[src/rtl/i2c_gcs_pkg.sv]
package i2c_gcs_pkg;
   typedef enum logic [2:0] {
      ST_IDLE   = 3'd0,
      ST_ADDR   = 3'd1,
      ST_ACK    = 3'd2,
      ST_HOLD   = 3'd3,
      ST_DATA   = 3'd4,
      ST_WAIT   = 3'd5,
      ST_IGNORE = 3'd6
   } gcs_state_t;
endpackage

[src/rtl/i2c_gcs_sync.sv]
module i2c_gcs_sync #(
   parameter int WIDTH  = 2,
   parameter int STAGES = 2
) (
   input  logic             clk,
   input  logic             rst_n,
   input  logic [WIDTH-1:0] async_i,
   output logic [WIDTH-1:0] sync_o
);
   for (genvar w = 0; w < WIDTH; w++) begin : g_line
      logic [STAGES-1:0] chain;
      for (genvar s = 0; s < STAGES; s++) begin : g_stage
         if (s == 0) begin : g_first
            always_ff @(posedge clk or negedge rst_n) begin
               if (!rst_n) chain[0] <= 1'b1;
               else        chain[0] <= async_i[w];
            end
         end else begin : g_next
            always_ff @(posedge clk or negedge rst_n) begin
               if (!rst_n) chain[s] <= 1'b1;
               else        chain[s] <= chain[s-1];
            end
         end
      end
      assign sync_o[w] = chain[STAGES-1];
   end
endmodule

[src/rtl/i2c_gcs_bus_cond.sv]
module i2c_gcs_bus_cond (
   input  logic clk,
   input  logic rst_n,
   input  logic scl_s,
   input  logic sda_s,
   output logic start_o,
   output logic stop_o,
   output logic rise_o,
   output logic fall_o
);
   logic scl_q, sda_q;

   always_ff @(posedge clk or negedge rst_n) begin
      if (!rst_n) begin
         scl_q <= 1'b1;
         sda_q <= 1'b1;
      end else begin
         scl_q <= scl_s;
         sda_q <= sda_s;
      end
   end

   assign start_o = scl_s & scl_q & sda_q & ~sda_s;
   assign stop_o  = scl_s & scl_q & ~sda_q & sda_s;
   assign rise_o  = scl_s & ~scl_q;
   assign fall_o  = ~scl_s & scl_q;
endmodule

[src/rtl/i2c_gcs_shifter.sv]
module i2c_gcs_shifter #(
   parameter int DATA_W = 8
) (
   input  logic              clk,
   input  logic              rst_n,
   input  logic              clr_i,
   input  logic              sample_i,
   input  logic              bit_i,
   output logic [DATA_W-1:0] data_o,
   output logic              full_o
);
   localparam int CNT_W = $clog2(DATA_W + 1);
   localparam logic [CNT_W-1:0] FULL_CNT = CNT_W'(DATA_W);

   logic [CNT_W-1:0] cnt;

   always_ff @(posedge clk or negedge rst_n) begin
      if (!rst_n) begin
         data_o <= '0;
         cnt    <= '0;
      end else if (clr_i) begin
         cnt <= '0;
      end else if (sample_i && cnt != FULL_CNT) begin
         data_o <= {data_o[DATA_W-2:0], bit_i};
         cnt    <= cnt + 1'b1;
      end
   end

   assign full_o = (cnt == FULL_CNT);
endmodule

[src/rtl/i2c_gcs_addr_cmp.sv]
module i2c_gcs_addr_cmp #(
   parameter int ADDR_W = 7
) (
   input  logic [ADDR_W:0]   byte_i,
   input  logic [ADDR_W-1:0] own_i,
   output logic              is_gc_o,
   output logic              is_own_o
);
   logic write_dir;
   assign write_dir = ~byte_i[0];
   assign is_gc_o   = write_dir && (byte_i[ADDR_W:1] == '0);
   assign is_own_o  = write_dir && (own_i != '0) && (byte_i[ADDR_W:1] == own_i);
endmodule

[src/rtl/i2c_gcs_ctrl.sv]
module i2c_gcs_ctrl
   import i2c_gcs_pkg::*;
#(
   parameter int DATA_W = 8
) (
   input  logic              clk,
   input  logic              rst_n,
   input  logic              start_i,
   input  logic              stop_i,
   input  logic              rise_i,
   input  logic              fall_i,
   input  logic              full_i,
   input  logic [DATA_W-1:0] byte_i,
   input  logic              is_gc_i,
   input  logic              is_own_i,
   input  logic              wait_mode_i,
   input  logic              ack_val_i,
   input  logic              release_i,
   output logic              shift_clr_o,
   output logic              shift_en_o,
   output logic              scl_low_o,
   output logic              sda_low_o,
   output logic [DATA_W-1:0] rx_data_o,
   output logic              gen_call_o,
   output logic              addr_hit_o,
   output logic              irq_o
);
   gcs_state_t state;
   logic       ack_lo;

   always_ff @(posedge clk or negedge rst_n) begin
      if (!rst_n) begin
         state      <= ST_IDLE;
         ack_lo     <= 1'b0;
         gen_call_o <= 1'b0;
         addr_hit_o <= 1'b0;
         irq_o      <= 1'b0;
         rx_data_o  <= '0;
      end else begin
         irq_o <= 1'b0;
         if (start_i) begin
            state  <= ST_ADDR;
            ack_lo <= 1'b0;
         end else if (stop_i) begin
            state  <= ST_IDLE;
            ack_lo <= 1'b0;
         end else begin
            case (state)
               ST_ADDR: if (fall_i && full_i) begin
                  gen_call_o <= is_gc_i;
                  addr_hit_o <= is_own_i;
                  if (is_gc_i || is_own_i) begin
                     irq_o  <= 1'b1;
                     ack_lo <= 1'b1;
                     state  <= ST_ACK;
                  end else begin
                     state <= ST_IGNORE;
                  end
               end
               ST_DATA: if (fall_i && full_i) begin
                  rx_data_o <= byte_i;
                  irq_o     <= 1'b1;
                  if (wait_mode_i) begin
                     state <= ST_WAIT;
                  end else begin
                     ack_lo <= 1'b1;
                     state  <= ST_ACK;
                  end
               end
               ST_WAIT: if (release_i) begin
                  ack_lo <= ~ack_val_i;
                  state  <= ST_ACK;
               end
               ST_ACK: if (fall_i) begin
                  ack_lo <= 1'b0;
                  state  <= ack_lo ? ST_HOLD : ST_IGNORE;
               end
               ST_HOLD: if (release_i) begin
                  state <= ST_DATA;
               end
               default: ;
            endcase
         end
      end
   end

   assign shift_clr_o = start_i | ((state == ST_HOLD) & release_i);
   assign shift_en_o  = rise_i & ((state == ST_ADDR) | (state == ST_DATA));
   assign scl_low_o   = (state == ST_HOLD) | (state == ST_WAIT);
   assign sda_low_o   = (state == ST_ACK) & ack_lo;
endmodule

[src/rtl/i2c_gc_slave.sv]
module i2c_gc_slave #(
   parameter int ADDR_W      = 7,
   parameter int SYNC_STAGES = 2
) (
   input  logic              clk,
   input  logic              rst_n,
   input  logic              scl_i,
   input  logic              sda_i,
   output logic              scl_low_o,
   output logic              sda_low_o,
   input  logic [ADDR_W-1:0] own_addr_i,
   input  logic              wait_mode_i,
   input  logic              ack_val_i,
   input  logic              release_i,
   output logic [ADDR_W:0]   rx_data_o,
   output logic              gen_call_o,
   output logic              addr_hit_o,
   output logic              irq_o
);
   localparam int DATA_W = ADDR_W + 1;

   if (SYNC_STAGES < 2) begin : g_bad_sync
      $error("SYNC_STAGES must be at least 2");
   end
   if (ADDR_W < 1) begin : g_bad_addr
      $error("ADDR_W must be at least 1");
   end

   logic [1:0]        line_s;
   logic              start, stop, rise, fall;
   logic              shift_clr, shift_en, full;
   logic [DATA_W-1:0] shift_data;
   logic              is_gc, is_own;

   i2c_gcs_sync #(.WIDTH(2), .STAGES(SYNC_STAGES)) sync_i (
      .clk(clk), .rst_n(rst_n),
      .async_i({scl_i, sda_i}),
      .sync_o(line_s)
   );

   i2c_gcs_bus_cond cond_i (
      .clk(clk), .rst_n(rst_n),
      .scl_s(line_s[1]), .sda_s(line_s[0]),
      .start_o(start), .stop_o(stop), .rise_o(rise), .fall_o(fall)
   );

   i2c_gcs_shifter #(.DATA_W(DATA_W)) shift_i (
      .clk(clk), .rst_n(rst_n),
      .clr_i(shift_clr), .sample_i(shift_en), .bit_i(line_s[0]),
      .data_o(shift_data), .full_o(full)
   );

   i2c_gcs_addr_cmp #(.ADDR_W(ADDR_W)) cmp_i (
      .byte_i(shift_data), .own_i(own_addr_i),
      .is_gc_o(is_gc), .is_own_o(is_own)
   );

   i2c_gcs_ctrl #(.DATA_W(DATA_W)) ctrl_i (
      .clk(clk), .rst_n(rst_n),
      .start_i(start), .stop_i(stop), .rise_i(rise), .fall_i(fall),
      .full_i(full), .byte_i(shift_data),
      .is_gc_i(is_gc), .is_own_i(is_own),
      .wait_mode_i(wait_mode_i), .ack_val_i(ack_val_i), .release_i(release_i),
      .shift_clr_o(shift_clr), .shift_en_o(shift_en),
      .scl_low_o(scl_low_o), .sda_low_o(sda_low_o),
      .rx_data_o(rx_data_o), .gen_call_o(gen_call_o),
      .addr_hit_o(addr_hit_o), .irq_o(irq_o)
   );
endmodule

[config.mk]
export PLATFORM = sky130hd
export DESIGN_NAME = i2c_gc_slave
export DESIGN_NICKNAME = d
export VERILOG_FILES = /design/src/rtl/i2c_gcs_pkg.sv /design/src/rtl/i2c_gcs_sync.sv /design/src/rtl/i2c_gcs_bus_cond.sv /design/src/rtl/i2c_gcs_shifter.sv /design/src/rtl/i2c_gcs_addr_cmp.sv /design/src/rtl/i2c_gcs_ctrl.sv /design/src/rtl/i2c_gc_slave.sv
export SDC_FILE = /design/constraint.sdc
export NUM_CORES = 1
export LEC_CHECK = 0
export ABC_AREA = 1
export BUFFER_PORTS_ARGS = -buffer_cell sky130_fd_sc_hd__buf_2
export CELL_PAD_IN_SITES_DETAIL_PLACEMENT = 0
export CELL_PAD_IN_SITES_GLOBAL_PLACEMENT = 1
export CORE_UTILIZATION = 45
export CTS_CLUSTER_DIAMETER = 60
export DETAILED_ROUTE_END_ITERATION = 16
export PLACE_DENSITY = 0.8
export SETUP_SLACK_MARGIN = 0.05
export SLEW_MARGIN = 25
export SYNTH_ARGS = -nofsm -noshare
export SYNTH_HDL_FRONTEND = slang
export SYNTH_HIERARCHICAL = 1
export SYNTH_SLANG_ARGS = --single-unit
[constraint.sdc]
create_clock -name clk -period 4.14 [get_ports clk]
set_clock_uncertainty 0.05 [all_clocks]
set_input_delay 0.828 -clock clk [delete_from_list [all_inputs] [get_ports clk]]
set_output_delay 0.828 -clock clk [all_outputs]
set_load 0.05 [all_outputs]
# Word-level counts from Yosys, hierarchy flattened
# Index checks and enable logic that the tools add are counted.
dict set report totals {
  n_memories 0
  wordCells 96
  reg_bits 33
  mem_bits_ro 0
  latch_bits 0
  mem_bits_rw 0
  in_bits 14
}
dict set report op_classes {
  order_cmp 0
  multipliers 0
  eq_ne 15
  add_sub_neg 1
  div_mod_pow 0
  mux 28
  n_reduce_logical 16
  n_shift 0
  bitwise 22
}
# operator n
set op_table {}
lappend op_table {{two-way mux 3 bit} 10}
lappend op_table {{inequality test 4 x 2 -> 1 bit (second input constant)} 4}
lappend op_table {{one-hot mux 3 bit (5 select lines)} 1}
lappend op_table {{nonzero test 7 bit} 2}
lappend op_table {{two-way mux 1 bit} 13}
lappend op_table {{inequality test 4 x 3 -> 1 bit (second input constant)} 3}
lappend op_table {{AND 1 bit} 10}
lappend op_table {{NOT 1 bit} 9}
lappend op_table {{two-way mux 4 bit} 2}
lappend op_table {{AND reduction 4 bit} 2}
lappend op_table {{equality test 7 bit} 1}
lappend op_table {{logical NOT 7 bit} 1}
lappend op_table {{AND reduction 7 bit} 1}
lappend op_table {{equality test 3 x 2 -> 1 bit (second input constant)} 2}
lappend op_table {{equality test 3 bit (second input constant)} 2}
lappend op_table {{AND reduction 6 bit} 1}
lappend op_table {{nonzero test 6 bit} 1}
lappend op_table {{logical AND 1 bit} 5}
lappend op_table {{adder 4 x 1 -> 4 bit (second input constant)} 1}
lappend op_table {{equality test 4 bit (second input constant)} 1}
lappend op_table {{inequality test 4 bit (second input constant)} 1}
lappend op_table {{one-hot mux 1 bit (4 select lines)} 1}
lappend op_table {{equality test 3 x 1 -> 1 bit (second input constant)} 1}
lappend op_table {{OR 1 bit} 3}
lappend op_table {{4 further kinds} 4}

# Depth between registers and ports, before layout
dict set report logic_depth {
  ltp_word 9
  depth_mapped 16
  mapped_depth_nobuf 16
}

# Modules after synthesis
# Netlist, hierarchy kept.
# module area_each_um2 cells_each instances
set by_module_without_submodules {}
lappend by_module_without_submodules {i2c_gcs_ctrl 980.9 129 1}
lappend by_module_without_submodules {i2c_gcs_shifter 585.6 65 1}
lappend by_module_without_submodules {i2c_gcs_addr_cmp 175.2 41 1}
lappend by_module_without_submodules {i2c_gcs_sync 120.1 6 1}
lappend by_module_without_submodules {i2c_gcs_bus_cond 93.8 13 1}

# Worst setup path after synthesis
# OpenSTA, ideal clock, no wires.
dict set report synth_timing {
  kind {reg-to-output}
  startpoint {register ctrl_i.state[2]}
  endpoint {output port sda_low_o}
  required_time_ns 3.262
  arrival_time_ns 1.376
  slack_ns 1.886
  path_buffers 1
  path_stages_with_launch 5
  cell_sequence {dfrtp_1 > buf_4 > inv_1 > nand3_2 > nor2_1}
}
dict set report synth_via {
  elab_chain_cells 2
}
# element line
set synth_lines {}
lappend synth_lines {{start, declared} i2c_gcs_ctrl.sv:28} ;# gcs_state_t state;
lappend synth_lines {{start signal, assigned} i2c_gcs_ctrl.sv:76} ;# state <= ack_lo ? ST_HOLD : ST_IGNORE;
lappend synth_lines {{equality test 3 x 2 -> 1 bit} i2c_gcs_ctrl.sv:90} ;# assign sda_low_o = (state == ST_ACK) & ack_lo;
lappend synth_lines {{AND 1 bit} i2c_gcs_ctrl.sv:90}
lappend synth_lines {{end, declared} i2c_gc_slave.sv:10} ;# output logic sda_low_o,
# Every way passes these cells.

# Worst setup path in the final report
# Same ends and word-level chain as after synthesis.

==> results.sh <==
export IMPL_cts_made_buffers=5
export IMPL_clkTransAtPathRegs_ns=0.07
export IMPL_cts_resized=0
export IMPL_synth_area_leader_cell="dfrtp_1"
export IMPL_setup_violations=0
export IMPL_worstPathCellList="inv_1, nand3_2, nor2_1, buf_2"
export IMPL_wl_per_cell_um=11.5
export IMPL_rsz0062_at_grt="false"
export IMPL_hpwl_um=2820
export IMPL_cts_setup_buffers=0
export IMPL_synth_top_cell_area_share_pct=34.5
export IMPL_final_nets=297
export IMPL_synth_cells=254
export IMPL_final_util_pct=54.1
export IMPL_ys_ff_latch=33
export IMPL_slowest_stage="dfrtp_1"
export IMPL_p_leak_nw=1.20
export IMPL_power_mw=1.24
export IMPL_powerDensity_mw_per_mm2=559
export IMPL_root_buffer="clkbuf_8"
export IMPL_maxSlewViolCount=0
export IMPL_dieArea_mm2=0.00461
export IMPL_ioPinCount=27
export IMPL_pwr_share_comb_pct=37.8
export IMPL_syn_area_per_cell_um2=7.70
export IMPL_yosys_cell_types_count=29
export IMPL_seq_area_um2=833
export IMPL_layout_min_cycle_time_ns=2.39
export IMPL_antenna_found_initial=0
export IMPL_grt_pass1_vias=1388
export IMPL_drt_total_wl_um=3800
export IMPL_synth_area_mm2=0.00196
export IMPL_required_ns=3.26
export IMPL_grt_usage_pct=18.8
export IMPL_fin_crit_sh_pct=57.7
export IMPL_fmax_mhz=419
export IMPL_coreArea_mm2=0.00409
export IMPL_crit_path_end_kind="output port"
export IMPL_h_tree_depth=2
export IMPL_clk_latency_ns=0.28
export IMPL_path_max_fanout=11
export IMPL_yosys_warnings=6
export IMPL_clock_sinks=33
export IMPL_peakVddDrop_mv=0.228
export IMPL_gp_congestion=0.764
export IMPL_drc=0
export IMPL_syn_to_final_growth_pct=13.1
export IMPL_dr_first_iter_drc_count=92
export IMPL_grt_pass1_wl_um=6280
export IMPL_clockPowerShare_pct=25.6
export IMPL_die_y_um=67.9
export IMPL_grt_remaining_overflow=0
export IMPL_port_buffers=26
export IMPL_crit_arrival_ns=1.51
export IMPL_yosysSeqAreaShare_pct=42.6
export IMPL_slowest_delay_ns=0.53
export IMPL_slew_headroom_pct=39.7
export IMPL_switchingPower_mw=0.501
export IMPL_tightest_slew_ns=0.902
export IMPL_cts_tree="done"
export IMPL_start_util_pct=47.9
export IMPL_clk_path_buf_depth=2
export IMPL_final_hold_violation_count=0
export IMPL_hold_class="reg -> reg"
export IMPL_diodes=0
export IMPL_multi_input_area_um2=903
export IMPL_tns_ns=0
export IMPL_max_cap_violations=0
export IMPL_grt_max_degree=34
export IMPL_fillCellCount=401
export IMPL_yosys_top_cells_area="dfrtp_1 35%, nand2_1 15%, dfstp_2 8.1%, inv_1 7.9%, nor2_1 4.6%"
export IMPL_die_w_um=67.9
export IMPL_p_int_mw=0.734
export IMPL_swShare_pct=40.6
export IMPL_worst_setup_path_type="reg -> out"
export IMPL_via_per_inst=4.85
export IMPL_p_seq_share_pct=36.6
export IMPL_status="finished clean"
export IMPL_ant_nets=0
export IMPL_via_count=1604
export IMPL_drive_above_1_share_pct=24.2
export IMPL_rows=23
export IMPL_rrSetupSlack_ns=1.84
export IMPL_hold_buffers=0
export IMPL_start_kind="flip-flop"
export IMPL_firstDrtPassIters=4
export IMPL_syn_nets=271
## power groups by stage
stage	Combinational (mW)	Sequential [mW]	Clock (mW)
finish	0.467	0.452	0.316
CTS	0.470	0.453	0.326
floorplan	0.395	0.425	0
global placement	0.466	0.457	0
detailed placement	0.467	0.458	0
global route	0.539	0.465	0.339
## metrics by stage
step	hold slack, ns	instances	area [µm²]	worst slack, ns
3_3_place_gp	0.296	323	2090	1.93
5_1_grt	0.309	331	2210	1.62
6_report	0.306	331	2210	1.75
3_5_place_dp	0.297	323	2090	1.88
4_1_cts	0.308	331	2210	1.74
2_1_floorplan	0.295	254	1960	1.89
## synth_stat cells
cell	number
nand2_1	76
inv_1	41
dfrtp_1	27
nor2_1	24
nand4_1	14
nand3_1	12
o21ai_0	8
o21ai_2	8
dfstp_2	6
nand3_2	5
buf_4	4
ha_1	3
nand2_2	3
nor2_2	3
buf_6	2
inv_2	2
nor2_4	2
nor3_1	2
xor2_1	2
a21oi_1	1
a21oi_2	1
a31oi_1	1
buf_2	1
nand3b_1	1
nand3b_4	1
nand4_4	1
nor3_2	1
o21ai_1	1
o21bai_2	1
## layer usage
metal	track usage, %	wire (µm)
met1	25.2	1790
met2	28.6	1770
met3	5.00	172
met4	7.81	61
met5	0	0
## path summary, 6_finish.rpt
kind	from	end	cells past startpoint
setup / recovery	ctrl_i/state[2]	sda_low_o	4
hold / removal	sync_i/g_line[1].chain[0]	sync_i/sync_o[1]	0
setup reg to reg	ctrl_i/state[2]	shift_i/data_o[5]	7
hold reg to reg	sync_i/g_line[1].chain[0]	sync_i/sync_o[1]	0
max in group asynchronous	rst_n	shift_i/cnt[3]	1
min in group asynchronous	rst_n	ctrl_i/ack_lo	1
## sequential cells by signal (all words and copies together), names as in the netlist
name / count
shift_i/data_o: 8
ctrl_i/addr_hit_o: 1
cond_i/sda_q: 1
ctrl_i/gen_call_o: 1
shift_i/cnt: 4
cond_i/scl_q: 1
ctrl_i/irq_o: 1
ctrl_i/state: 3
ctrl_i/rx_data_o: 8
sync_i/sync_o: 2
ctrl_i/ack_lo: 1
sync_i/g_line.chain: 2
## layout by cell type, fill, tap and decap left out
cell	instances
a21oi_2	1
o21ai_1	1
a21oi_1	1
nand3b_4	1
nor2_1	24
clkinvlp_4	1
nand4_4	1
a31oi_1	1
ha_1	3
xor2_1	2
nor2_4	2
dfrtp_1	27
o21bai_2	1
clkbuf_8	6
nand4_1	14
nor3_1	2
nand2_1	76
nor3_2	1
nand3b_1	1
buf_2	26
o21ai_2	8
nand3_2	5
dfstp_2	6
inv_1	41
o21ai_0	8
bufinv_16	1
nand3_1	12
nor2_2	3
nand2_2	3
inv_2	2
## cell type report
| class | instances | area share, % |
|---|---|---|
| timing repair buffer | 26 | 5.89 |
| tap | 50 | 2.83 |
| clock inverter | 2 | 1.70 |
| multi-input combinational | 171 | 40.9 |
| sequential | 33 | 37.7 |
| inverter | 43 | 7.30 |
| clock buffer | 6 | 3.74 |
## cell families after synthesis
group | synth area share (%)
XOR/XNOR | 0.896
AND/OR/NAND/NOR | 35.9
buffers and inverters | 11.2
adder cells (fa/ha/maj) | 1.92
AO/OA/AOI/OAI | 7.49
flip-flops | 42.6
## critical path, delay by kind of cell, from the launching register on
family	cells	cell delay [ns]
flops	1	0.53
buf+inv	2	0.44
simple gates	2	0.25
Power figures use the tool's default switching activity.
